## src/rtl/trs_pkg.sv

```systemverilog
package trs_pkg;

    localparam int CODE_W     = 8;
    localparam int PRE_LEN    = 3;              // FF, 00, 00 before the flag byte
    localparam int PIPE_DEPTH = PRE_LEN + 1;    // data delay in clocks
    localparam int LUMA_525   = 858;            // luma periods per 525-line line
    localparam int LUMA_625   = 864;            // luma periods per 625-line line

    typedef logic [CODE_W-1:0] byte_t;

    typedef struct packed {
        logic f;
        logic v;
        logic h;
    } trs_flags_t;

    typedef enum logic {
        STD_525 = 1'b0,
        STD_625 = 1'b1
    } line_std_e;

    function automatic int span_clocks(input int half_lines, input int luma_per_line);
        return half_lines * luma_per_line;
    endfunction

endpackage

```

## src/rtl/trs_detect.sv

```systemverilog
module trs_detect
    import trs_pkg::*;
(
    input  logic       clk,
    input  logic       rst,
    input  logic       en,
    input  byte_t      din,
    output byte_t      dout,
    output logic       code_vld,
    output trs_flags_t code_flags
);

    byte_t pipe [PIPE_DEPTH];
    logic [PRE_LEN-1:0] pre_match;

    always_ff @(posedge clk) begin
        if (rst) begin
            for (int i = 0; i < PIPE_DEPTH; i++) pipe[i] <= '0;
        end else begin
            pipe[0] <= din;
            for (int i = 1; i < PIPE_DEPTH; i++) pipe[i] <= pipe[i-1];
        end
    end

    // oldest preamble byte must be all ones, the later ones all zeros
    for (genvar k = 0; k < PRE_LEN; k++) begin : g_pre
        if (k == PRE_LEN - 1) begin : g_ones
            assign pre_match[k] = (pipe[k] == '1);
        end else begin : g_zeros
            assign pre_match[k] = (pipe[k] == '0);
        end
    end

    assign code_vld   = en && (&pre_match) && din[CODE_W-1];
    assign code_flags = '{f: din[6], v: din[5], h: din[4]};
    assign dout       = pipe[PIPE_DEPTH-1];

    // the code's leading FF reaches the output on the edge that captures the flag byte
    p_code_front_out_r3: assert property (@(posedge clk) disable iff (rst)
        code_vld |=> (dout == '1))
        else $error("code front byte not at output");

endmodule

```

## src/rtl/trs_active_align.sv

```systemverilog
module trs_active_align
    import trs_pkg::*;
(
    input  logic clk,
    input  logic rst,
    input  logic en,
    input  logic code_vld,
    input  logic code_h,
    input  logic code_v,
    output logic active,
    output logic first_cb
);

    logic [PIPE_DEPTH-1:0] sav_sr;
    logic sav_open;
    logic eav_seen;

    assign sav_open = code_vld && !code_h && !code_v;
    assign eav_seen = code_vld && code_h;

    always_ff @(posedge clk) begin
        if (rst || !en) begin
            sav_sr   <= '0;
            active   <= 1'b0;
            first_cb <= 1'b0;
        end else begin
            sav_sr   <= {sav_sr[PIPE_DEPTH-2:0], sav_open};
            first_cb <= sav_sr[PIPE_DEPTH-1];
            if (eav_seen) begin
                active <= 1'b0;
            end else if (sav_sr[PIPE_DEPTH-1]) begin
                active <= 1'b1;
            end
        end
    end

    p_first_cb_single_r4: assert property (@(posedge clk) disable iff (rst)
        first_cb |=> !first_cb)
        else $error("first_cb longer than one clock");

    p_first_cb_in_active_r4: assert property (@(posedge clk) disable iff (rst)
        first_cb |-> active)
        else $error("first_cb outside active");

    p_eav_closes_r5: assert property (@(posedge clk) disable iff (rst)
        eav_seen |=> !active)
        else $error("active survived end code");

endmodule

```

## src/rtl/trs_sync_gen.sv

```systemverilog
module trs_sync_gen
    import trs_pkg::*;
#(
    parameter int HS_OFFSET   = 4,
    parameter int HS_WIDTH    = 126,
    parameter int VS_HALF_525 = 6,
    parameter int VS_HALF_625 = 5
) (
    input  logic       clk,
    input  logic       rst,
    input  logic       en,
    input  logic       std_625,
    input  logic       code_vld,
    input  trs_flags_t code_flags,
    output logic       hsync_n,
    output logic       vsync_n,
    output logic       field
);

    localparam int HS_END = HS_OFFSET + HS_WIDTH;
    localparam int HCW    = $clog2(HS_END + 2);
    localparam int VS_525 = span_clocks(VS_HALF_525, LUMA_525);
    localparam int VS_625 = span_clocks(VS_HALF_625, LUMA_625);
    localparam int VS_MAX = (VS_525 > VS_625) ? VS_525 : VS_625;
    localparam int VCW    = $clog2(HS_OFFSET + VS_MAX + 2);

    localparam logic [HCW-1:0] H_START   = HCW'(HS_OFFSET);
    localparam logic [HCW-1:0] H_STOP    = HCW'(HS_END);
    localparam logic [HCW-1:0] H_FIELD   = HCW'(HS_OFFSET + 2);
    localparam logic [VCW-1:0] V_START   = VCW'(HS_OFFSET);
    localparam logic [VCW-1:0] V_END_525 = VCW'(HS_OFFSET + VS_525);
    localparam logic [VCW-1:0] V_END_625 = VCW'(HS_OFFSET + VS_625);

    logic [HCW-1:0] hcnt;
    logic [VCW-1:0] vcnt;
    logic [VCW-1:0] vs_end;
    logic           v_prev;
    logic           f_latch;
    logic           eav;
    logic           v_rise;
    line_std_e      std_sel;

    assign std_sel = line_std_e'(std_625);
    assign eav     = code_vld && code_flags.h;
    assign v_rise  = eav && code_flags.v && !v_prev;

    // horizontal counter: clocks since the last end code, parks past the pulse
    always_ff @(posedge clk) begin
        if (rst || !en) begin
            hcnt <= '0;
        end else if (eav) begin
            hcnt <= HCW'(1);
        end else if (hcnt != '0 && hcnt <= H_STOP) begin
            hcnt <= hcnt + HCW'(1);
        end
    end

    // vertical counter: started only on the V rising edge of a field start
    always_ff @(posedge clk) begin
        if (rst || !en) begin
            vcnt   <= '0;
            vs_end <= V_END_525;
        end else if (v_rise) begin
            vcnt   <= VCW'(1);
            vs_end <= (std_sel == STD_625) ? V_END_625 : V_END_525;
        end else if (vcnt != '0 && vcnt <= vs_end) begin
            vcnt <= vcnt + VCW'(1);
        end
    end

    always_ff @(posedge clk) begin
        if (rst) begin
            v_prev  <= 1'b0;
            f_latch <= 1'b0;
            field   <= 1'b0;
        end else if (en) begin
            if (code_vld) v_prev <= code_flags.v;
            if (eav) f_latch <= code_flags.f;
            if (hcnt == H_FIELD) field <= f_latch;
        end
    end

    assign hsync_n = !(hcnt > H_START && hcnt <= H_STOP);
    assign vsync_n = !(vcnt > V_START && vcnt <= vs_end);

    p_hs_idle_off_r10: assert property (@(posedge clk) disable iff (rst)
        !en |=> (hsync_n && vsync_n))
        else $error("sync active while disabled");

    p_field_in_pulse_r7: assert property (@(posedge clk) disable iff (rst)
        !$stable(field) |-> !hsync_n)
        else $error("field moved outside hsync pulse");

    p_hs_high_after_eav_r6: assert property (@(posedge clk) disable iff (rst)
        eav |=> hsync_n)
        else $error("hsync low right after end code");

endmodule

```

## src/rtl/trs_sync_decoder.sv

```systemverilog
module trs_sync_decoder
    import trs_pkg::*;
#(
    parameter int HS_OFFSET   = 4,
    parameter int HS_WIDTH    = 126,
    parameter int VS_HALF_525 = 6,
    parameter int VS_HALF_625 = 5
) (
    input  logic       clk,
    input  logic       rst,
    input  logic       en,
    input  logic       std_625,
    input  logic [7:0] din,
    output logic [7:0] dout,
    output logic       hsync_n,
    output logic       vsync_n,
    output logic       field,
    output logic       active,
    output logic       first_cb
);

    logic       code_vld;
    trs_flags_t code_flags;

    trs_detect u_detect (
        .clk        (clk),
        .rst        (rst),
        .en         (en),
        .din        (din),
        .dout       (dout),
        .code_vld   (code_vld),
        .code_flags (code_flags)
    );

    trs_active_align u_align (
        .clk      (clk),
        .rst      (rst),
        .en       (en),
        .code_vld (code_vld),
        .code_h   (code_flags.h),
        .code_v   (code_flags.v),
        .active   (active),
        .first_cb (first_cb)
    );

    trs_sync_gen #(
        .HS_OFFSET   (HS_OFFSET),
        .HS_WIDTH    (HS_WIDTH),
        .VS_HALF_525 (VS_HALF_525),
        .VS_HALF_625 (VS_HALF_625)
    ) u_sync (
        .clk        (clk),
        .rst        (rst),
        .en         (en),
        .std_625    (std_625),
        .code_vld   (code_vld),
        .code_flags (code_flags),
        .hsync_n    (hsync_n),
        .vsync_n    (vsync_n),
        .field      (field)
    );

    p_rise_marks_cb_r4: assert property (@(posedge clk) disable iff (rst)
        $rose(active) |-> first_cb)
        else $error("active rose without Cb marker");

    p_off_when_disabled_r10: assert property (@(posedge clk) disable iff (rst)
        !en |=> (!active && !first_cb))
        else $error("active while disabled");

endmodule

```

## config.mk

```make
export PLATFORM = sky130hd
export DESIGN_NAME = trs_sync_decoder
export DESIGN_NICKNAME = d
export VERILOG_FILES = /design/src/rtl/trs_pkg.sv /design/src/rtl/trs_detect.sv /design/src/rtl/trs_active_align.sv /design/src/rtl/trs_sync_gen.sv /design/src/rtl/trs_sync_decoder.sv
export SDC_FILE = /design/constraint.sdc
export NUM_CORES = 1
export LEC_CHECK = 0
export BUFFER_PORTS_ARGS = -buffer_cell sky130_fd_sc_hd__buf_2
export CAP_MARGIN = 25
export CORE_MARGIN = 8
export CORE_UTILIZATION = 25
export DETAILED_ROUTE_END_ITERATION = 8
export PLACE_DENSITY = 0.45
export SLEW_MARGIN = 20
export SYNTH_ARGS = -nofsm -noshare
export SYNTH_HDL_FRONTEND = slang
export SYNTH_SLANG_ARGS = --single-unit
```

## constraint.sdc

```tcl
create_clock -name clk -period 8.4 [get_ports clk]
set_input_delay 1.68 -clock clk [delete_from_list [all_inputs] [get_ports clk]]
set_output_delay 1.68 -clock clk [all_outputs]
set_load 0.05 [all_outputs]
```

==> results of run 1 <==
[Yosys cell counts (3+ instances only)]
cell	count
a21oi_1	15
nand4_1	4
ha_1	9
dfxtp_1	64
o21ai_0	9
nor2_1	18
nand2b_1	3
nor3_1	3
nand3_1	11
nand2_1	9
or3_1	9
a31oi_1	3
inv_1	11
mux2i_1	4
and2_1	5
nor2b_1	34
nor4_1	7
clkbuf_1	5
xnor2_1	5
and3_1	3
[path summary, 6_finish.rpt]
path,slack (ns),cells past startpoint,startpoint,end
min reg2reg,0.43,1,u_align.sav_sr[2],u_align.sav_sr[3]
min,0.43,1,u_align.sav_sr[2],u_align.sav_sr[3]
max reg2reg,5.78,7,u_sync.vcnt[2],u_sync.vcnt[7]
max,3.90,7,u_sync.vcnt[2],vsync_n
[flip-flops by register name, indices dropped and copies added (netlist names)]
signal            count
u_align.active        1
u_align.first_cb      1
u_align.sav_sr        4
u_detect.pipe        32
u_sync.f_latch        1
u_sync.field          1
u_sync.hcnt           8
u_sync.v_prev         1
u_sync.vcnt          13
u_sync.vs_end         2
[metrics by stage]
step,area [µm²],total power (µW),instances,hold WS (ns)
5_1_grt,2930,592,424,0.462
3_3_place_gp,2750,335,408,0.418
2_1_floorplan,2500,328,258,0.406
6_report,2930,565,424,0.432
4_1_cts,2930,578,424,0.440
3_5_place_dp,2750,335,408,0.412
[where the power goes]
part | switching, µW | internal [µW]
Clock | 122 | 116
Combinational | 10.5 | 6.44
Sequential | 2.20 | 309
Total | 134 | 431
[logic make-up (layout without fill, tap and decap cells)]
| logic type | Yosys count | in the layout |
|---|---|---|
| fa+ha+maj | 9 | 9 |
| buf+inv | 18 | 51 |
| compound gates | 38 | 38 |
| mux | 4 | 4 |
| xor+xnor | 7 | 7 |
| flops | 64 | 64 |
| simple gates | 118 | 118 |
[cell type report]
cell class | instances | area (µm²) | area share
Multi-Input combinational cell | 176 | 1140 | 0.388
Clock inverter | 6 | 43.8 | 0.0150
Timing Repair Buffer | 24 | 120 | 0.0410
Tap cell | 133 | 166 | 0.0568
Inverter | 11 | 41.3 | 0.0141
Sequential cell | 64 | 1280 | 0.438
Clock buffer | 10 | 138 | 0.0470
[layer usage]
| metal | GRT usage | vias up | routed length (µm) |
|---|---|---|---|
| li1 | - | 957 | - |
| met1 | 0.0951 | 862 | 2430 |
| met2 | 0.122 | 35 | 2160 |
| met3 | 0.0344 | 8 | 233 |
| met4 | 0.0363 | 0 | 89 |
| met5 | 0 | - | 0 |
==> results.toml, run 1 <==
[final_layout]
nNetsFinal = 307
mostFrequentLayoutCell = "dfxtp_1"
post-route-util = 0.301
area_delta_synth_final_pct = 17.1
layout_common_cells = "64 x dfxtp_1, 34 x nor2b_1, 24 x buf_2"
drive_above_1_share = 0.162
n_fill_cell = 1059
n_antenna_cell = 0

[timing]
period_share = 0.536
max-slew-margin-rel = 0.589
finalHoldViolCount = 0
setup_viol = 0
fin_tns_setup_ns = 0
timing.fmax_mhz = 222
fin_ws_ns = 3.90
fin_crit_ns = 4.50
fin_skew_ns = 0.00617
finalMaxSlewViolations = 0
rsz0062_at_grt = "false"
tightest_slew_ns = 0.617

[detailed_routing]
drt-pass1-iter-count = 4
drc = 0
drtIter0Drc = 67
via_per_inst = 4.39
ant_nets = 0
finalWirelength_mm = 4.91
routedWlPerCell_um = 11.6
dr_total_vias = 1862

[global_routing]
grt_max_degree = 38
antenna_found_initial = 0
grt_pass1_vias = 1783
grt_pass1_wl_mm = 8.40
overflow = 0
grt_use_total = 0.0800

[die]
die_area_mm2 = 0.0135
io_pins = 25
num_rows = 36
core-area_mm2 = 0.00973
die_h_um = 116
initial_core_util = 0.257
dieWidth_um = 116

[clock_network]
clk_path_buf_depth = 2
h-tree-depth = 3
cts_resized = 0
cts.sinks = 64
cts_tree = "built"
cts-root-buf = "clkbuf_8"
cts_buffers = 9
clock_latency_ns = 0.34
post_cts_buffers = 0
postCtsHoldBufs = 0
clkTransAtPathRegs_ns = 0.07

[status]
status = "finished clean"

[pwr]
power.density_mw_per_mm2 = 193
cellLeakagePower_uw = 0.00108
peakVddDrop_mv = 0.0626

[setup_path]
crit_chain = "inv_1 -> ha_1 -> or4bb_1 -> or4_4 -> and3_1 -> a31o_2 -> buf_2"
start_kind = "register"
crit_slowest_cell = "dfxtp_1"
end_kind = "output pin"
cp_num_buf_inv = 2
critPathTopFamily = "simple AND/OR/NAND/NOR gates"
required_ns = 6.72
crit_type = "register to output pin"
max_stage_delay_ns = 0.49
critPathMaxFanout = 17
worstPathArrival_ns = 2.82

[synthesis]
ys_warn_count = 0
synth_top_family_by_area = "simple AND/OR/NAND/NOR gates"
yosys.area.top_type = "dfxtp_1"
synth_edf_count = 0
synthArstFlopShare = 0
synth_cell_types = 42
syn_avg_cell_area_um2 = 9.69
synthAdderAreaFrac = 0.0450
yosys.area_share.simple = 0.277
synth_xor_area_frac = 0.0245
seq_area_frac_synth = 0.512
syn_area_mm2 = 0.00250
synth_nets = 279
synth_top_cell_area_share = 0.512
ys_top_cells_by_area = "dfxtp_1 51%, nor2b_1 8.5%, ha_1 4.5%"
synth_compound_gate_area_share = 0.0920
ys_ff_latch = 64
syn_inst = 258
synth_mux_area_frac = 0.0160
yosys_most_used_dff = "dfxtp_1"

[placed_design]
place_hpwl_mm = 3.55
io_buffers = 24
gp_congestion = 0.793
dpl_worst_slack_ns = 4.26

[hold_path]
min_path_type = "register to register"

[flow_run]
cap_violations = 0
Note: power is estimated with default switching activity, not from simulation.
==> run 2, diff against run 1 <==
- clock period: 8.4 -> 4.3 ns (I/O delays scaled with it)
==> results.toml, run 2 (synthesized netlist as in run 1, its figures left out) <==
[status]
status = "finished clean"

[clock_network]
cts_tree = "built"
cts_buffers = 9
cts_resized = 0
postCtsHoldBufs = 0
clock_latency_ns = 0.33
h-tree-depth = 3
cts-root-buf = "clkbuf_8"
clk_path_buf_depth = 2
clkTransAtPathRegs_ns = 0.07
cts.sinks = 64
post_cts_buffers = 0

[die]
initial_core_util = 0.257
io_pins = 25
dieWidth_um = 116
num_rows = 36
die_area_mm2 = 0.0135
die_h_um = 116
core-area_mm2 = 0.00973

[global_routing]
grt_max_degree = 38
grt_use_total = 0.0809
antenna_found_initial = 0
grt_pass1_wl_mm = 8.47
overflow = 0
grt_pass1_vias = 1822

[timing]
fin_skew_ns = 0.00707
timing.fmax_mhz = 271
tightest_slew_ns = 0.627
setup_viol = 0
fin_crit_ns = 3.68
finalHoldViolCount = 0
period_share = 0.857
max-slew-margin-rel = 0.582
fin_tns_setup_ns = 0
finalMaxSlewViolations = 0
rsz0062_at_grt = "false"

[setup_path]
start_kind = "register"
critPathMaxFanout = 17
crit_type = "register to output pin"
crit_slowest_cell = "dfxtp_1"
critPathTopFamily = "simple AND/OR/NAND/NOR gates"
crit_chain = "inv_1 -> ha_1 -> or4bb_1 -> or4_4 -> and3_1 -> a31o_2 -> buf_2"
end_kind = "output pin"
cp_num_buf_inv = 2
required_ns = 3.44
worstPathArrival_ns = 2.82
max_stage_delay_ns = 0.49

[pwr]
cellLeakagePower_uw = 0.00109
peakVddDrop_mv = 0.144
power.density_mw_per_mm2 = 384
power_uw = 1130

[detailed_routing]
finalWirelength_mm = 4.99
drt-pass1-iter-count = 4
drc = 0
via_per_inst = 4.34
drtIter0Drc = 51
routedWlPerCell_um = 11.8
dr_total_vias = 1834
ant_nets = 0

[final_layout]
n_antenna_cell = 0
reg.largest.list = "u_detect.pipe: 32 flops, u_sync.vcnt: 13 flops, u_sync.hcnt: 8 flops"
area_delta_synth_final_pct = 17.2
regMostFlops = "u_detect.pipe"
mostFrequentLayoutCell = "dfxtp_1"
largest_reg_flops = 32
layout_common_cells = "64 x dfxtp_1, 34 x nor2b_1, 24 x buf_2"
nNetsFinal = 307
drive_above_1_share = 0.159

[placed_design]
io_buffers = 24
place_hpwl_mm = 3.62
gp_congestion = 0.793

[hold_path]
min_path_type = "register to register"

[flow_run]
cap_violations = 0
-- run 2: cell type report --
class / instances / area, µm²
multi-input cells: 176 / 1140
clock inverters: 6 / 61.3
fillers: 1089 / 6800
well taps: 133 / 166
flip-flops and latches: 64 / 1280
clock buffers: 9 / 124
inverters: 11 / 41.3
repair buffers: 24 / 120
-- run 2: path summary, 6_finish.rpt --
path	start	endpoint	slack, ns	depth (start not counted)
worst max-delay path	u_sync.vcnt[2]	vsync_n	0.62	7
worst min-delay path	u_align.sav_sr[1]	u_align.sav_sr[2]	0.43	1
worst max register to register	u_sync.vcnt[2]	u_sync.vcnt[3]	1.67	7
worst min register to register	u_align.sav_sr[1]	u_align.sav_sr[2]	0.43	1
-- run 2: power breakdown --
group / internal [µW] / switching, µW / total [µW]
combinational: 12.6 / 20.4 / 33.0
sequential: 603 / 4.43 / 607
clock: 262 / 224 / 486
-- run 2: routing by layer --
| layer | global-route usage | up-vias | routed length [µm] |
|---|---|---|---|
| met5 | 0 | - | 0 |
| met4 | 0.0398 | 0 | 92 |
| met3 | 0.0323 | 7 | 229 |
| met2 | 0.123 | 30 | 2210 |
| met1 | 0.0971 | 843 | 2450 |
| li1 | - | 954 | - |
-- run 2: through the flow --
step	setup WS (ns)	utilization	instance area [µm²]	instances	hold slack (ns)
finish	0.616	0.301	2930	423	0.432
floorplan	1.07	-	2500	258	0.406
CTS	0.598	0.301	2930	423	0.435
global placement	1.00	0.282	2750	408	0.418
detailed placement	0.972	0.282	2750	408	0.412
global route	0.452	0.301	2930	423	0.461
==> run 3, diff against run 2 <==
- CAP_MARGIN: 25 -> 10
- SKIP_CTS_REPAIR_TIMING: default -> 1
- clock period: 4.3 -> 3.7 ns (I/O delays scaled with it)
==> results.toml, run 3 (synthesized netlist as in run 1, its figures left out) <==
[final_layout]
n_fill_cell = 1042
regMostFlops = "u_detect.pipe"
final_cell_count_no_fill = 423
drive_above_1_share = 0.162
reg.largest.list = "u_detect.pipe: 32 flops, u_sync.vcnt: 13 flops, u_sync.hcnt: 8 flops"
nNetsFinal = 307
mostFrequentLayoutCell = "dfxtp_1"
largest_reg_flops = 32
area_delta_synth_final_pct = 18.6
n_antenna_cell = 0
layout_common_cells = "63 x dfxtp_1, 34 x nor2b_1, 24 x buf_2"

[pwr]
power_uw = 1400
combinationalPowerShare = 0.027
cellLeakagePower_uw = 0.00110
power_frac_seq = 0.505
power.density_mw_per_mm2 = 471
peakVddDrop_mv = 0.175
switchingPower_uw = 289
switching_share = 0.207
clockPowerShare = 0.468
p_int_uw = 1110

[global_routing]
overflow = 0
grt_max_degree = 38
grt_pass1_wl_mm = 8.80
grt_pass1_vias = 1807
grt_use_total = 0.0833
antenna_found_initial = 0

[placed_design]
placedCellCount = 408
gp_congestion = 0.793
io_buffers = 24
place_hpwl_mm = 3.57

[timing]
period_share = 0.943
fin_skew_ns = 0.00794
max-slew-margin-rel = 0.591
timing.fmax_mhz = 286
tightest_slew_ns = 0.613
finalMaxSlewViolations = 0
fin_crit_ns = 3.49
finalHoldViolCount = 0
hold_ws_ns = 0.427
setup_viol = 0
rsz0062_at_grt = "false"
fin_tns_setup_ns = 0

[detailed_routing]
ant_nets = 0
via_per_inst = 4.36
dr_total_vias = 1845
drc = 0
drt-pass1-iter-count = 6
routedWlPerCell_um = 11.6
finalWirelength_mm = 4.90
drtIter0Drc = 82

[clock_network]
clk_path_buf_depth = 2
clkTransAtPathRegs_ns = 0.07
cts_tree = "built"
clock_latency_ns = 0.34
cts.sinks = 64
cts-root-buf = "clkbuf_8"
cts_buffers = 9
h-tree-depth = 3

[flow_run]
cap_violations = 0

[die]
io_pins = 25
core-area_mm2 = 0.00973
die_h_um = 116
initial_core_util = 0.257
num_rows = 36
dieWidth_um = 116
die_area_mm2 = 0.0135

[setup_path]
start_kind = "register"
crit_type = "register to output pin"
critPathMaxFanout = 17
worstPathArrival_ns = 2.75
end_kind = "output pin"
required_ns = 2.96

[status]
status = "finished clean"

[hold_path]
min_path_type = "register to register"
run 3: changes by cell type in the layout (fill, tap and decap cells not counted), sizes merged:
cell and change:
clkinv -2, clkbuf +1, bufinv +1
run 3: power groups by stage:
| stage | sequential [µW] | combinational (µW) | clock, µW |
|---|---|---|---|
| after detailed placement | 722 | 39.4 | 0 |
| after CTS | 706 | 39.4 | 682 |
| after global routing | 707 | 43.3 | 715 |
| after global placement | 722 | 39.5 | 0 |
| final | 706 | 38.3 | 654 |
| after floorplan | 725 | 19.6 | 0 |
run 3: path summary, 6_finish.rpt:
check	startpoint	end	slack [ns]	cells after the start
worst max register to register	u_sync.vs_end[10]	u_sync.vcnt[5]	1.15	7
worst min-delay path	u_align.sav_sr[1]	u_align.sav_sr[2]	0.43	1
worst min register to register	u_align.sav_sr[1]	u_align.sav_sr[2]	0.43	1
worst max-delay path	u_sync.vs_end[10]	vsync_n	0.21	7
run 3: cell type report:
class / instances / area [µm²] / area share
clock inverter: 5 / 81.3 / 0.0274
multi-input combinational: 176 / 1140 / 0.383
clock buffer: 10 / 138 / 0.0464
tap: 133 / 166 / 0.0561
inverter: 11 / 41.3 / 0.0139
timing repair buffer: 24 / 120 / 0.0405
sequential: 64 / 1280 / 0.432
run 3: worst max-delay path, cell delays in order (launching register included):
cell,delay (ns)
dfxtp_1,0.34
inv_1,0.05
ha_1,0.28
or4bb_1,0.48
or4_4,0.44
and3_1,0.35
a31o_2,0.28
buf_2,0.21
run 3: through the flow:
| stage | utilization | setup WS [ns] | cell area [µm²] |
|---|---|---|---|
| 2_1_floorplan | - | 0.590 | 2500 |
| 3_3_place_gp | 0.282 | 0.525 | 2750 |
| 3_5_place_dp | 0.282 | 0.501 | 2750 |
| 4_1_cts | 0.305 | 0.126 | 2970 |
| 5_1_grt | 0.305 | 0.0262 | 2970 |
| 6_report | 0.305 | 0.210 | 2970 |
run 3: metal layers:
| metal | wire length, µm | part of all wire | global-route usage | vias to the layer above |
|---|---|---|---|---|
| met1 | 2360 | 0.48 | 0.103 | 851 |
| li1 | - | - | - | 957 |
| met4 | 102 | 0.021 | 0.0415 | 0 |
| met2 | 2230 | 0.46 | 0.123 | 27 |
| met5 | 0 | 0 | 0 | - |
| met3 | 197 | 0.040 | 0.0328 | 10 |
